`src/rtl/sap_pkg.sv`:
```
// Package: shared constants and types for the scratch-RAM access port.
// Assumes a 16-bit command word with the operation in the top nibble.
package sap_pkg;
    localparam int CMD_W  = 16;
    localparam int OP_W   = 4;
    localparam int OP_LSB = CMD_W - OP_W;

    localparam logic [OP_W-1:0] OP_READ  = 4'h2;
    localparam logic [OP_W-1:0] OP_WRITE = 4'h3;

    typedef enum logic [1:0] {
        ST_IDLE  = 2'd0,
        ST_WAIT  = 2'd1,
        ST_RBACK = 2'd2,
        ST_CAPT  = 2'd3
    } sap_state_t;
endpackage

```
`src/rtl/sap_cmd_decode.sv`:
```
// Module: sap_cmd_decode
// Splits a command word into operation and address, flags malformed
// words and decides whether a write is permitted in the current state.
// Assumes AW <= OP_LSB - 1 so the address field fits below the opcode.
module sap_cmd_decode
    import sap_pkg::*;
#(
    parameter int AW = 7,
    parameter logic [AW-1:0] FREE_ADDR = 7'h70
) (
    input  logic [CMD_W-1:0] cmd,
    input  logic             cfg_default,
    output logic [AW-1:0]    addr,
    output logic             is_rd,
    output logic             is_wr,
    output logic             valid,
    output logic             wr_ok
);
    localparam int SPARE_LSB = AW + 1;
    localparam int SPARE_W   = OP_LSB - SPARE_LSB;

    logic [OP_W-1:0] op;
    logic            spare_clear;

    // Field extraction.
    always_comb begin
        op   = cmd[CMD_W-1:OP_LSB];
        addr = cmd[AW:1];
    end

    // Bits between the address field and the opcode must be zero.
    generate
        if (SPARE_W > 0) begin : g_spare
            assign spare_clear = (cmd[OP_LSB-1:SPARE_LSB] == '0);
        end else begin : g_nospare
            assign spare_clear = 1'b1;
        end
    endgenerate

    // Classification and write permission.
    always_comb begin
        is_rd = (op == OP_READ);
        is_wr = (op == OP_WRITE);
        valid = (is_rd || is_wr) && spare_clear && !cmd[0];
        wr_ok = is_wr && (cfg_default || (addr == FREE_ADDR));
    end
endmodule

```
`src/rtl/sap_arbiter.sv`:
```
// Module: sap_arbiter
// Fixed-priority mux onto the single RAM port: the engine always wins,
// the host is granted only in cycles without an engine request.
// Assumes the engine never needs a grant back (it is always served).
module sap_arbiter #(
    parameter int AW = 7,
    parameter int DW = 16
) (
    input  logic          eng_req,
    input  logic          eng_we,
    input  logic [AW-1:0] eng_addr,
    input  logic [DW-1:0] eng_wdata,
    input  logic          host_req,
    input  logic          host_use,
    input  logic          host_we,
    input  logic [AW-1:0] host_addr,
    input  logic [DW-1:0] host_wdata,
    output logic          host_gnt,
    output logic          ram_en,
    output logic          ram_we,
    output logic [AW-1:0] ram_addr,
    output logic [DW-1:0] ram_wdata
);
    // Grant and port steering.
    always_comb begin
        host_gnt = host_req && !eng_req;
        if (eng_req) begin
            ram_en    = 1'b1;
            ram_we    = eng_we;
            ram_addr  = eng_addr;
            ram_wdata = eng_wdata;
        end else begin
            ram_en    = host_gnt && host_use;
            ram_we    = host_gnt && host_use && host_we;
            ram_addr  = host_addr;
            ram_wdata = host_wdata;
        end
    end
endmodule

```
`src/rtl/sap_ram.sv`:
```
// Module: sap_ram
// Single-port synchronous RAM with a registered read output.
// Assumes contents are not reset; only the output register is.
module sap_ram #(
    parameter int AW = 7,
    parameter int DW = 16
) (
    input  logic          clk,
    input  logic          rst_n,
    input  logic          en,
    input  logic          we,
    input  logic [AW-1:0] addr,
    input  logic [DW-1:0] wdata,
    output logic [DW-1:0] q
);
    localparam int DEPTH = 1 << AW;

    logic [DW-1:0] mem [DEPTH];

    // Storage write.
    always_ff @(posedge clk) begin
        if (en && we) begin
            mem[addr] <= wdata;
        end
    end

    // Registered read port.
    always_ff @(posedge clk) begin
        if (!rst_n) begin
            q <= '0;
        end else if (en && !we) begin
            q <= mem[addr];
        end
    end
endmodule

```
`src/rtl/sap_ctrl.sv`:
```
// Module: sap_ctrl
// Host-side sequencer: holds the command and data registers, waits for
// a free RAM cycle, issues the access, reads back after a write and
// sets done. Assumes the command presented to it has been decoded.
module sap_ctrl
    import sap_pkg::*;
#(
    parameter int AW = 7,
    parameter int DW = 16
) (
    input  logic               clk,
    input  logic               rst_n,
    input  logic               cmd_we,
    input  logic [CMD_W-1:1]   cmd_in,
    input  logic               new_valid,
    input  logic               data_we,
    input  logic [DW-1:0]      data_in,
    input  logic               cur_is_rd,
    input  logic               cur_wr_ok,
    input  logic [AW-1:0]      cur_addr,
    input  logic               host_gnt,
    input  logic [DW-1:0]      ram_q,
    output logic [CMD_W-1:1]   cmd_q,
    output logic               done_q,
    output logic [DW-1:0]      data_q,
    output logic               busy,
    output logic               host_req,
    output logic               host_use,
    output logic               host_we,
    output logic [AW-1:0]      host_addr,
    output logic [DW-1:0]      host_wdata
);
    sap_state_t state;

    // Sequencer, command, data and done registers.
    always_ff @(posedge clk) begin
        if (!rst_n) begin
            state  <= ST_IDLE;
            cmd_q  <= '0;
            done_q <= 1'b0;
            data_q <= '0;
        end else begin
            case (state)
                ST_IDLE: begin
                    if (data_we) begin
                        data_q <= data_in;
                    end
                    if (cmd_we) begin
                        cmd_q <= cmd_in;
                        if (new_valid) begin
                            done_q <= 1'b0;
                            state  <= ST_WAIT;
                        end else begin
                            done_q <= 1'b1;
                        end
                    end
                end
                ST_WAIT: begin
                    if (host_gnt) begin
                        if (cur_is_rd) begin
                            state <= ST_CAPT;
                        end else if (cur_wr_ok) begin
                            state <= ST_RBACK;
                        end else begin
                            data_q <= '0;
                            done_q <= 1'b1;
                            state  <= ST_IDLE;
                        end
                    end
                end
                ST_RBACK: begin
                    if (host_gnt) begin
                        state <= ST_CAPT;
                    end
                end
                default: begin
                    data_q <= ram_q;
                    done_q <= 1'b1;
                    state  <= ST_IDLE;
                end
            endcase
        end
    end

    // RAM request signals for the arbiter.
    always_comb begin
        busy       = (state != ST_IDLE);
        host_req   = (state == ST_WAIT) || (state == ST_RBACK);
        host_use   = (state == ST_RBACK) ||
                     ((state == ST_WAIT) && (cur_is_rd || cur_wr_ok));
        host_we    = (state == ST_WAIT) && !cur_is_rd && cur_wr_ok;
        host_addr  = cur_addr;
        host_wdata = data_q;
    end
endmodule

```
`src/rtl/scratch_access_port.sv`:
```
// Module: scratch_access_port (top)
// Indirect host port into an engine-owned scratch RAM with state-based
// write protection. Assumes the engine request may be held for any
// length of time; the host access simply waits.
module scratch_access_port
    import sap_pkg::*;
#(
    parameter int AW = 7,
    parameter int DW = 16,
    parameter logic [AW-1:0] FREE_ADDR = 7'h70
) (
    input  logic              clk,
    input  logic              rst_n,
    input  logic              cfg_default,
    input  logic              cmd_we,
    input  logic [CMD_W-1:0]  cmd_wdata,
    input  logic              data_we,
    input  logic [DW-1:0]     data_wdata,
    output logic [CMD_W-1:0]  cmd_rdata,
    output logic [DW-1:0]     data_rdata,
    input  logic              eng_req,
    input  logic              eng_we,
    input  logic [AW-1:0]     eng_addr,
    input  logic [DW-1:0]     eng_wdata,
    output logic [DW-1:0]     eng_rdata
);
    logic [CMD_W-1:1] cmd_q;
    logic             done_q;
    logic             busy;
    logic             new_valid;
    logic [AW-1:0]    new_addr;
    logic             new_rd, new_wr, new_wr_ok;
    logic [AW-1:0]    cur_addr;
    logic             cur_rd, cur_wr, cur_valid, cur_wr_ok;
    logic             host_req, host_use, host_we, host_gnt;
    logic [AW-1:0]    host_addr;
    logic [DW-1:0]    host_wdata;
    logic             ram_en, ram_we;
    logic [AW-1:0]    ram_addr;
    logic [DW-1:0]    ram_wdata, ram_q;
    logic             unused_dec;

    // Decode of the incoming command word (acceptance check).
    sap_cmd_decode #(.AW(AW), .FREE_ADDR(FREE_ADDR)) u_dec_new (
        .cmd(cmd_wdata), .cfg_default(cfg_default), .addr(new_addr),
        .is_rd(new_rd), .is_wr(new_wr), .valid(new_valid), .wr_ok(new_wr_ok)
    );

    // Decode of the stored command (execution).
    sap_cmd_decode #(.AW(AW), .FREE_ADDR(FREE_ADDR)) u_dec_cur (
        .cmd({cmd_q, 1'b0}), .cfg_default(cfg_default), .addr(cur_addr),
        .is_rd(cur_rd), .is_wr(cur_wr), .valid(cur_valid), .wr_ok(cur_wr_ok)
    );

    sap_ctrl #(.AW(AW), .DW(DW)) u_ctrl (
        .clk(clk), .rst_n(rst_n), .cmd_we(cmd_we),
        .cmd_in(cmd_wdata[CMD_W-1:1]), .new_valid(new_valid),
        .data_we(data_we), .data_in(data_wdata),
        .cur_is_rd(cur_rd), .cur_wr_ok(cur_wr_ok), .cur_addr(cur_addr),
        .host_gnt(host_gnt), .ram_q(ram_q),
        .cmd_q(cmd_q), .done_q(done_q), .data_q(data_rdata), .busy(busy),
        .host_req(host_req), .host_use(host_use), .host_we(host_we),
        .host_addr(host_addr), .host_wdata(host_wdata)
    );

    sap_arbiter #(.AW(AW), .DW(DW)) u_arb (
        .eng_req(eng_req), .eng_we(eng_we), .eng_addr(eng_addr),
        .eng_wdata(eng_wdata), .host_req(host_req), .host_use(host_use),
        .host_we(host_we), .host_addr(host_addr), .host_wdata(host_wdata),
        .host_gnt(host_gnt), .ram_en(ram_en), .ram_we(ram_we),
        .ram_addr(ram_addr), .ram_wdata(ram_wdata)
    );

    sap_ram #(.AW(AW), .DW(DW)) u_ram (
        .clk(clk), .rst_n(rst_n), .en(ram_en), .we(ram_we),
        .addr(ram_addr), .wdata(ram_wdata), .q(ram_q)
    );

    // Read-back views; decode outputs not needed here are folded away.
    always_comb begin
        cmd_rdata  = {cmd_q, done_q};
        eng_rdata  = ram_q;
        unused_dec = ^{new_addr, new_rd, new_wr, new_wr_ok, cur_wr, cur_valid};
    end
endmodule

```
`config.mk`:
```
export PLATFORM = sky130hd
export DESIGN_NAME = scratch_access_port
export DESIGN_NICKNAME = d
export VERILOG_FILES = /design/src/rtl/sap_pkg.sv /design/src/rtl/sap_cmd_decode.sv /design/src/rtl/sap_arbiter.sv /design/src/rtl/sap_ram.sv /design/src/rtl/sap_ctrl.sv /design/src/rtl/scratch_access_port.sv
export SDC_FILE = /design/constraint.sdc
export NUM_CORES = 2
export LEC_CHECK = 0
export BUFFER_PORTS_ARGS = -buffer_cell sky130_fd_sc_hd__buf_2
export CORE_UTILIZATION = 35
export DETAILED_ROUTE_END_ITERATION = 16
export SLEW_MARGIN = 20
export SYNTH_ARGS = -nofsm -noshare
export SYNTH_HDL_FRONTEND = slang
export SYNTH_SLANG_ARGS = --single-unit
```
`constraint.sdc`:
```
create_clock -name clk -period 4.6 [get_ports clk]
set_clock_uncertainty 0.1 [all_clocks]
set_input_delay 0.46 -clock clk [delete_from_list [all_inputs] [get_ports clk]]
set_output_delay 0.46 -clock clk [all_outputs]
set_load 0.05 [all_outputs]
```
Word-level counts from Yosys, hierarchy flattened
Memories as Yosys holds them, arrays and structs flattened. A register that Yosys moved wholly into a read port is not among the register bits. Index checks and enable logic that the tools add are counted. W data, S select, Z words.

Eq/ne operators: 14. Multiplexer cells: 24. Bitwise logic cells: 1. Reduce and logical (&&, ||, !) cells: 27.

Operators by type and width (count): $mux W16 (5); $pmux W16 S3 (1); $eq A4 B2 Y1 const B (4); $ne A2 B2 Y1 const B (7); $mux W2 (6); $logic_and A1 B1 Y1 (11); $reduce_and A5 Y1 (2); $mux W1 (9); $eq A7 B7 Y1 const B (1); $mux W7 (1); $pmux W2 S3 (1); $logic_not A1 Y1 (5); $logic_or A1 B1 Y1 (5); $logic_not A4 Y1 (1); $reduce_and A4 Y1 (1); $pmux W1 S3 (1); $eq A2 B1 Y1 const B (1); $eq A2 B2 Y1 const B (1); $logic_not A2 Y1 (1); $reduce_and A2 Y1 (1); $not A1 Y1 (1).

Register bits: 34. Bits in writable memories: 2048. Input bits: 62. Output and inout bits: 48. Logic and storage cells: 71. Memories kept: 1.

Memory list: u_ram.mem (words 128, bits a word 16, rd ports 1, clocked after Yosys merged registers in 1, wr ports 1, RTL line sap_ram.sv:18) `logic [DW-1:0] mem [DEPTH];`.

Longest topological paths before layout
Depth after elaboration: 12. Depth in mapped cells: 13. Depth with buffers taken out: 9.

Cells and area by module
Synthesis repeated with hierarchy kept, for this count alone.

Cells, all modules: 4820. Area total of the unflattened synthesis: 83148.5 um^2.

By module, submodules not included: sap_ram (times used 1, cells an instance 4526, area an instance 80637.3 um^2); sap_ctrl (times used 1, cells an instance 229, area an instance 1890.6 um^2); sap_arbiter (times used 1, cells an instance 31, area an instance 389.1 um^2); sap_cmd_decode (times used 2, cells an instance 16, area an instance 110.1 um^2); scratch_access_port (times used 1, cells an instance 2, area an instance 11.3 um^2).

Least setup slack after synthesis
OpenSTA, ideal clock, no wires.

Kind: register -> register. From: reg u_ctrl.cmd_q[7] (netlist bit). To: mem u_ram.mem[59][0], enable pin. Data arrival time: 3076 ps. Path slack: 1036 ps. Cell stages (with the launch flop): 10. Period minus slack after synthesis: 3564 ps. Path through: dfxtp_1 nand2_1 nor3_1 a31oi_1 nor4b_1 nand2_1 o21ai_2 nand2_1 clkbuf_1 nor2_1.

Cells in the longest elaborated chain, start to end: 12. Elaborated cells between the ends (all ways): 15.

RTL lines: from (decl) (RTL line sap_ctrl.sv:23) `output logic [CMD_W-1:1] cmd_q,`; from (signal assigned) (RTL line sap_ctrl.sv:49) `cmd_q <= cmd_in;`; $eq A7 B7 Y1 (RTL line sap_cmd_decode.sv:45) `wr_ok = is_wr && (cfg_default || (addr == FREE_ADDR));`; $logic_or A1 B1 Y1 (RTL line sap_cmd_decode.sv:45); $logic_and A1 B1 Y1 (RTL line sap_cmd_decode.sv:45); $logic_or A1 B1 Y1 (RTL line sap_ctrl.sv:90) `((state == ST_WAIT) && (cur_is_rd || cur_wr_ok));`; $logic_and A1 B1 Y1 (RTL line sap_ctrl.sv:90); $logic_or A1 B1 Y1 (RTL line sap_ctrl.sv:89) `host_use = (state == ST_RBACK) ||`; $logic_and A1 B1 Y1 (RTL line sap_arbiter.sv:33, sap_arbiter.sv:34); $logic_and A1 B1 Y1 (RTL line sap_arbiter.sv:34) `ram_we = host_gnt && host_use && host_we;`; $mux W1 (RTL line sap_arbiter.sv:27) `if (eng_req) begin`; $logic_and A1 B1 Y1 (RTL line sap_ram.sv:22) `if (en && we) begin`; $mux W1 (RTL line sap_ram.sv:22); $mux W1 (not written as such) (RTL line sap_ram.sv:23) `mem[addr] <= wdata;`; to (decl) (RTL line sap_ram.sv:18).

Parallel ways exist; a longest one is shown, timed or not.

Worst setup path after layout
From: reg u_ctrl.cmd_q[2] (netlist bit). To: reg u_ram.q[11] (read register of u_ram.mem).

Cells in the longest elaborated chain, start to end: 11. Elaborated cells between the ends (all ways): 14.

RTL lines: $eq A7 B7 Y1 (RTL line sap_cmd_decode.sv:45); $logic_or A1 B1 Y1 (RTL line sap_cmd_decode.sv:45); $logic_and A1 B1 Y1 (RTL line sap_cmd_decode.sv:45); $logic_or A1 B1 Y1 (RTL line sap_ctrl.sv:90); $logic_and A1 B1 Y1 (RTL line sap_ctrl.sv:90); $logic_or A1 B1 Y1 (RTL line sap_ctrl.sv:89); $logic_and A1 B1 Y1 (RTL line sap_arbiter.sv:33, sap_arbiter.sv:34); $logic_and A1 B1 Y1 (RTL line sap_arbiter.sv:34); $mux W1 (RTL line sap_arbiter.sv:27); $logic_not A1 Y1 (RTL line sap_ram.sv:31) `end else if (en && !we) begin`; $logic_and A1 B1 Y1 (RTL line sap_ram.sv:31); to (decl) (RTL line sap_ram.sv:14) `output logic [DW-1:0] q`.

Parallel ways exist; a longest one is shown, timed or not. A chain may end at the register's enable or synchronous reset.

==> report_table.html <==
<table>
<tr><th>Metric</th><th>Value</th></tr>
<tr><th colspan="2">Setup path</th></tr>
<tr><td>Worst R2R Start</td><td>u_ctrl.cmd_q[2]$_SDFFE_PN0P_</td></tr>
<tr><td>Critical path capture point type</td><td>flop</td></tr>
<tr><td>Capture instance of the worst register-to-register path</td><td>u_ram.q[11]$_SDFFE_PN0P_</td></tr>
<tr><td>Register-to-Register Setup Slack</td><td>220 ps</td></tr>
<tr><td>Crit path kind</td><td>flop to flop</td></tr>
<tr><td>Launching element type of the critical path</td><td>flop</td></tr>
<tr><td>Maximum fanout along the worst path</td><td>36</td></tr>
<tr><td>Required arrival time at the worst endpoint</td><td>between 5000 and 6000 ps</td></tr>
<tr><td>Arrival time at the worst endpoint</td><td>4980 ps</td></tr>
<tr><td>Number of cells on the worst reg-to-reg path</td><td>9</td></tr>
<tr><th colspan="2">Final layout</th></tr>
<tr><td>Total number of nets in the final design</td><td>5,278</td></tr>
<tr><td>Layout-stage area growth over the synthesis result</td><td>16.6%</td></tr>
<tr><td>Layout filler cell count</td><td>around 20,000</td></tr>
<tr><td>Non-filler cells, final</td><td>8,383</td></tr>
<tr><td>Area occupied by multi-input gates</td><td>0.0155 sq mm</td></tr>
<tr><td>Sequential cell area in the final layout</td><td>0.0625 sq mm</td></tr>
<tr><td>Final Cell Area</td><td>0.0925 sq mm</td></tr>
<tr><td>Layout cells sized above 1</td><td>around 16%</td></tr>
<tr><th colspan="2">Placed design</th></tr>
<tr><td>Port bufs</td><td>approximately 110</td></tr>
<tr><td>Placed Instance Area</td><td>0.0858 sq mm</td></tr>
<tr><td>Cell count after placement</td><td>7,964</td></tr>
<tr><td>Routability-driven placement congestion ratio</td><td>0.876</td></tr>
<tr><td>Post-detailed-placement half-perimeter wirelength</td><td>139 mm</td></tr>
<tr><th colspan="2">Floorplanning</th></tr>
<tr><td>Die X-Extent</td><td>about 480 um</td></tr>
<tr><td>Row count</td><td>174</td></tr>
<tr><td>Starting density of the core</td><td>35.2%</td></tr>
<tr><td>Die height</td><td>~480 um</td></tr>
<tr><td>Boundary pin count</td><td>110</td></tr>
<tr><td>Area of the die</td><td>0.229 sq mm</td></tr>
<tr><td>CORE AREA</td><td>~0.23 sq mm</td></tr>
<tr><th colspan="2">Timing</th></tr>
<tr><td>Endpoints failing setup</td><td>0</td></tr>
<tr><td>Setup repair after global routing missed its margin</td><td>false</td></tr>
<tr><td>Post-route minimum period</td><td>4380 ps</td></tr>
<tr><td>Transition time at the pin with the least slew margin</td><td>about 1200 ps</td></tr>
<tr><td>Number of max-slew violations in the final report</td><td>0</td></tr>
<tr><td>Max Fclk</td><td>between 0.2 and 0.25 GHz</td></tr>
<tr><td>Relative max-transition margin</td><td>between 20% and 30%</td></tr>
<tr><td>Part of the cycle the worst path needs</td><td>95.3%</td></tr>
<tr><td>Number of hold violations in the final report</td><td>0</td></tr>
<tr><th colspan="2">Global route</th></tr>
<tr><td>Maximum number of pins on one net before global-route repair</td><td>89</td></tr>
<tr><td>Number of antenna violations at the first check in global routing</td><td>15</td></tr>
<tr><td>Global Route met3 Usage</td><td>a little under 4%</td></tr>
<tr><td>Tot GR Track Use</td><td>19.9%</td></tr>
<tr><td>Grt ovf</td><td>0</td></tr>
<tr><td>Via count of the first global-routing pass</td><td>45,300</td></tr>
<tr><td>Global route hottest layer</td><td>met2</td></tr>
<tr><td>Wire length of the first global-routing pass</td><td>332 mm</td></tr>
<tr><td>Grt met2 use</td><td>31.1%</td></tr>
<tr><td>Met1 usage</td><td>27.8%</td></tr>
<tr><th colspan="2">Pwr</th></tr>
<tr><td>Cell-internal power</td><td>between 30 and 40 mW</td></tr>
<tr><td>Net switching fraction of the power</td><td>approximately 24%</td></tr>
<tr><td>Share of power burned in combinational logic</td><td>8.9%</td></tr>
<tr><td>Maximum VDD drop</td><td>0.000356 V</td></tr>
<tr><td>Leak pwr</td><td>roughly 30 nW</td></tr>
<tr><td>Switching Power</td><td>~9.9 mW</td></tr>
<tr><td>Post-route total power</td><td>41.1 mW</td></tr>
<tr><td>Power per cell area</td><td>444 mW/mm^2</td></tr>
<tr><td>Relative contribution of sequential cells to total power</td><td>52.3%</td></tr>
<tr><td>Clock share of power</td><td>about 39%</td></tr>
<tr><th colspan="2">Min path</th></tr>
<tr><td>Hold Path Origin</td><td>data_we</td></tr>
<tr><td>Worst Hold Path EP</td><td>u_ctrl.data_q[4]$_SDFFE_PN0P_</td></tr>
<tr><td>Worst hold path class</td><td>primary input to flop</td></tr>
<tr><td>Cell depth of the worst min-delay path</td><td>4</td></tr>
<tr><th colspan="2">Run status</th></tr>
<tr><td>Status</td><td>finished, final reports clean</td></tr>
<tr><th colspan="2">Clock tree</th></tr>
<tr><td>Number of levels in the clock H-tree</td><td>4</td></tr>
<tr><td>Number of buffers on the longest clock path</td><td>3</td></tr>
<tr><td>Total clock sinks</td><td>~2,100</td></tr>
<tr><td>Number of buffers inserted during clock tree synthesis</td><td>200</td></tr>
<tr><td># resized after CTS</td><td>0</td></tr>
<tr><td>Clock input transition at the sequential cells of the worst setup and hold paths</td><td>70 ps</td></tr>
<tr><td>Buffer cell driving the clock tree root</td><td>sky130_fd_sc_hd__clkbuf_16</td></tr>
<tr><td>Clock tree from TritonCTS</td><td>yes</td></tr>
<tr><td>Number of buffers added for setup after CTS</td><td>0</td></tr>
<tr><td>Clock insertion delay at the later pin of the skew report</td><td>around 840 ps</td></tr>
<tr><th colspan="2">Synthesis</th></tr>
<tr><td>Sequential element share of the synthesized area</td><td>between 70% and 80%</td></tr>
<tr><td>Syn_area_per_cell</td><td>16.6 sq um</td></tr>
<tr><td>Number of cells produced by synthesis</td><td>4,789</td></tr>
<tr><td>Total standard cell area after synthesis</td><td>just under 0.08 sq mm</td></tr>
<tr><td>Most common flop cell mapped by yosys</td><td>sky130_fd_sc_hd__edfxtp_1</td></tr>
<tr><td>Yosys synthesis warning count</td><td>0</td></tr>
<tr><td>Distinct cell type count after synthesis</td><td>73</td></tr>
<tr><td>Number of enable-type register cells in the synthesized netlist</td><td>between 2,000 and 2,500</td></tr>
<tr><td>Mapped Nets</td><td>4,855</td></tr>
<tr><td>Proportion of register bits with asynchronous set or reset after synthesis</td><td>0%</td></tr>
<tr><td>Number of storage elements in the synthesis netlist</td><td>2,098</td></tr>
<tr><th colspan="2">Drt</th></tr>
<tr><td>Total via count after detailed routing</td><td>47,500</td></tr>
<tr><td>Detailed-route vias per instance</td><td>around 5.7</td></tr>
<tr><td>Detailed Route Iter0 Violations</td><td>between 6,000 and 7,000</td></tr>
<tr><td>Detailed-route DRC error count</td><td>0</td></tr>
<tr><td>Iteration count of the initial detailed-routing pass</td><td>8</td></tr>
<tr><td>Post-DR wirelength/cell</td><td>27.8 um</td></tr>
<tr><td>Total Routed Length</td><td>roughly 230 mm</td></tr>
<tr><td>Antenna-violating nets left</td><td>0</td></tr>
<tr><th colspan="2">Job</th></tr>
<tr><td>Number of maximum-capacitance constraint violations</td><td>0</td></tr>
</table>
stage by stage:
step | worst slack [ps] | setup TNS, ps | utilization, % | hold WS (ps)
detailed placement | -55.7 | -55.7 | 38.1 | 358
global placement | -27.4 | -27.4 | 38.1 | 353
CTS | 299 | 0 | 41.1 | 4.57
finish | 216 | 0 | 41.1 | 77.1
global route | 75.3 | 0 | 41.1 | 60.5
floorplan | 1040 | 0 | - | 400
worst max-delay path: stages, from the launching register on:
cell and delay, ps:
sky130_fd_sc_hd__dfxtp_1 680, sky130_fd_sc_hd__nor2b_1 190, sky130_fd_sc_hd__a31o_4 510, sky130_fd_sc_hd__buf_4 320, sky130_fd_sc_hd__a22o_1 260, sky130_fd_sc_hd__a221oi_1 210, sky130_fd_sc_hd__a31oi_1 260, sky130_fd_sc_hd__or4_1 680
sky130_fd_sc_hd__a21oi_1 810, sky130_fd_sc_hd__a31oi_1 170
cell families (layout without fill, tap and decap cells):
group,Yosys count,after routing,synth area share (%)
compound gates,1247,1247,11.1
fa+ha+maj,4,4,0.0631
buf+inv,332,922,2.08
flops,2098,2098,78.8
mux,251,251,3.22
other cells,0,12,0
simple gates,857,857,4.72
power groups by stage:
stage,Clock [mW],Combinational (mW),Sequential [mW]
2_1_floorplan,0,1.73,22.0
3_3_place_gp,0,3.52,21.9
3_5_place_dp,0,3.57,21.9
4_1_cts,16.1,3.61,21.5
5_1_grt,16.8,3.80,21.5
6_report,15.9,3.65,21.5
placed cells by master (no fill, tap or decap), drive strengths merged, types with 74 or more instances in the layout:
| cell type | n |
|---|---|
| edfxtp | 2048 |
| buf | 504 |
| nand2 | 497 |
| a22oi | 332 |
| a21oi | 275 |
| clkbuf | 273 |
| mux2i | 222 |
| nor2 | 146 |
| o22ai | 103 |
| a221oi | 81 |
| clkinv | 80 |
| a22o | 76 |
| o21ai | 76 |
| nor4 | 74 |
area by class of cell:
type | instances | share of cell area, %
multi-input combinational | 2359 | 16.7
sequential | 2098 | 67.5
clock inverter | 96 | 0.942
inverter | 11 | 0.0446
antenna | 12 | 0.0325
timing repair buffer | 542 | 4.83
tap | 2992 | 4.05
clock buffer | 273 | 5.87
what timing repair did:
| action | CTS | global route |
|---|---|---|
| setup endpoints to repair | 0 | 0 |
| hold endpoints to repair | 33 | 0 |
| hold buffers | 38 | 0 |
how the worst max path moves through the flow:
stage | startpoint | to | slack [ps]
2_1_floorplan | u_ctrl.cmd_q[7]$_SDFFE_PN0P_ | u_ram.mem[59][0]$_DFFE_PP_ | 1040
3_3_place_gp | eng_req | u_ram.q[11]$_SDFFE_PN0P_ | -30
3_5_place_dp | eng_req | u_ram.q[11]$_SDFFE_PN0P_ | -60
4_1_cts | u_ctrl.cmd_q[2]$_SDFFE_PN0P_ | u_ram.q[11]$_SDFFE_PN0P_ | 300
5_1_grt | u_ctrl.cmd_q[2]$_SDFFE_PN0P_ | u_ram.q[11]$_SDFFE_PN0P_ | 80
6_report | u_ctrl.cmd_q[2]$_SDFFE_PN0P_ | u_ram.q[11]$_SDFFE_PN0P_ | 220
Yosys cell counts, drive strengths merged (4+ instances only):
library cell | n | area share [%]
edfxtp | 2048 | 78
nand2 | 497 | 2.4
a22oi | 332 | 3.1
a21oi | 275 | 1.7
buf | 224 | 1.6
mux2i | 222 | 2.8
nor2 | 146 | 0.70
o22ai | 103 | 0.81
clkbuf | 97 | 0.46
a221oi | 81 | 0.94
a22o | 76 | 0.84
o21ai | 76 | 0.48
nor4 | 74 | 0.58
a222oi | 73 | 0.92
nand3 | 65 | 0.41
a31oi | 61 | 0.48
dfxtp | 50 | 1.3
a211oi | 32 | 0.30
mux2 | 29 | 0.42
o211ai | 21 | 0.20
nor3b | 19 | 0.19
o311ai | 18 | 0.20
o211a | 16 | 0.20
o31ai | 16 | 0.16
a21boi | 15 | 0.14
or4 | 14 | 0.13
nor3 | 12 | 0.076
inv | 11 | 0.052
a21o | 9 | 0.085
a41o | 8 | 0.10
nand2b | 6 | 0.047
nand4 | 5 | 0.039
a31o | 4 | 0.044
a41oi | 4 | 0.044
ha | 4 | 0.063
o22a | 4 | 0.044
or2 | 4 | 0.032
state kept, by name, summed over array words and instances, names as in the netlist:
signal         flops
u_ctrl.data_q     16
u_ctrl.cmd_q      15
u_ram.mem       2048
u_ctrl.done_q      1
u_ctrl.state       2
u_ram.q           16
per-layer routing:
| layer | share of wire [%] | wire [um] |
|---|---|---|
| met1 | 41 | 95900 |
| met2 | 46 | 108000 |
| met3 | 9.5 | 22000 |
| met4 | 2.9 | 6680 |
| met5 | 0.020 | 47 |
Power figures use the tool's default switching activity.
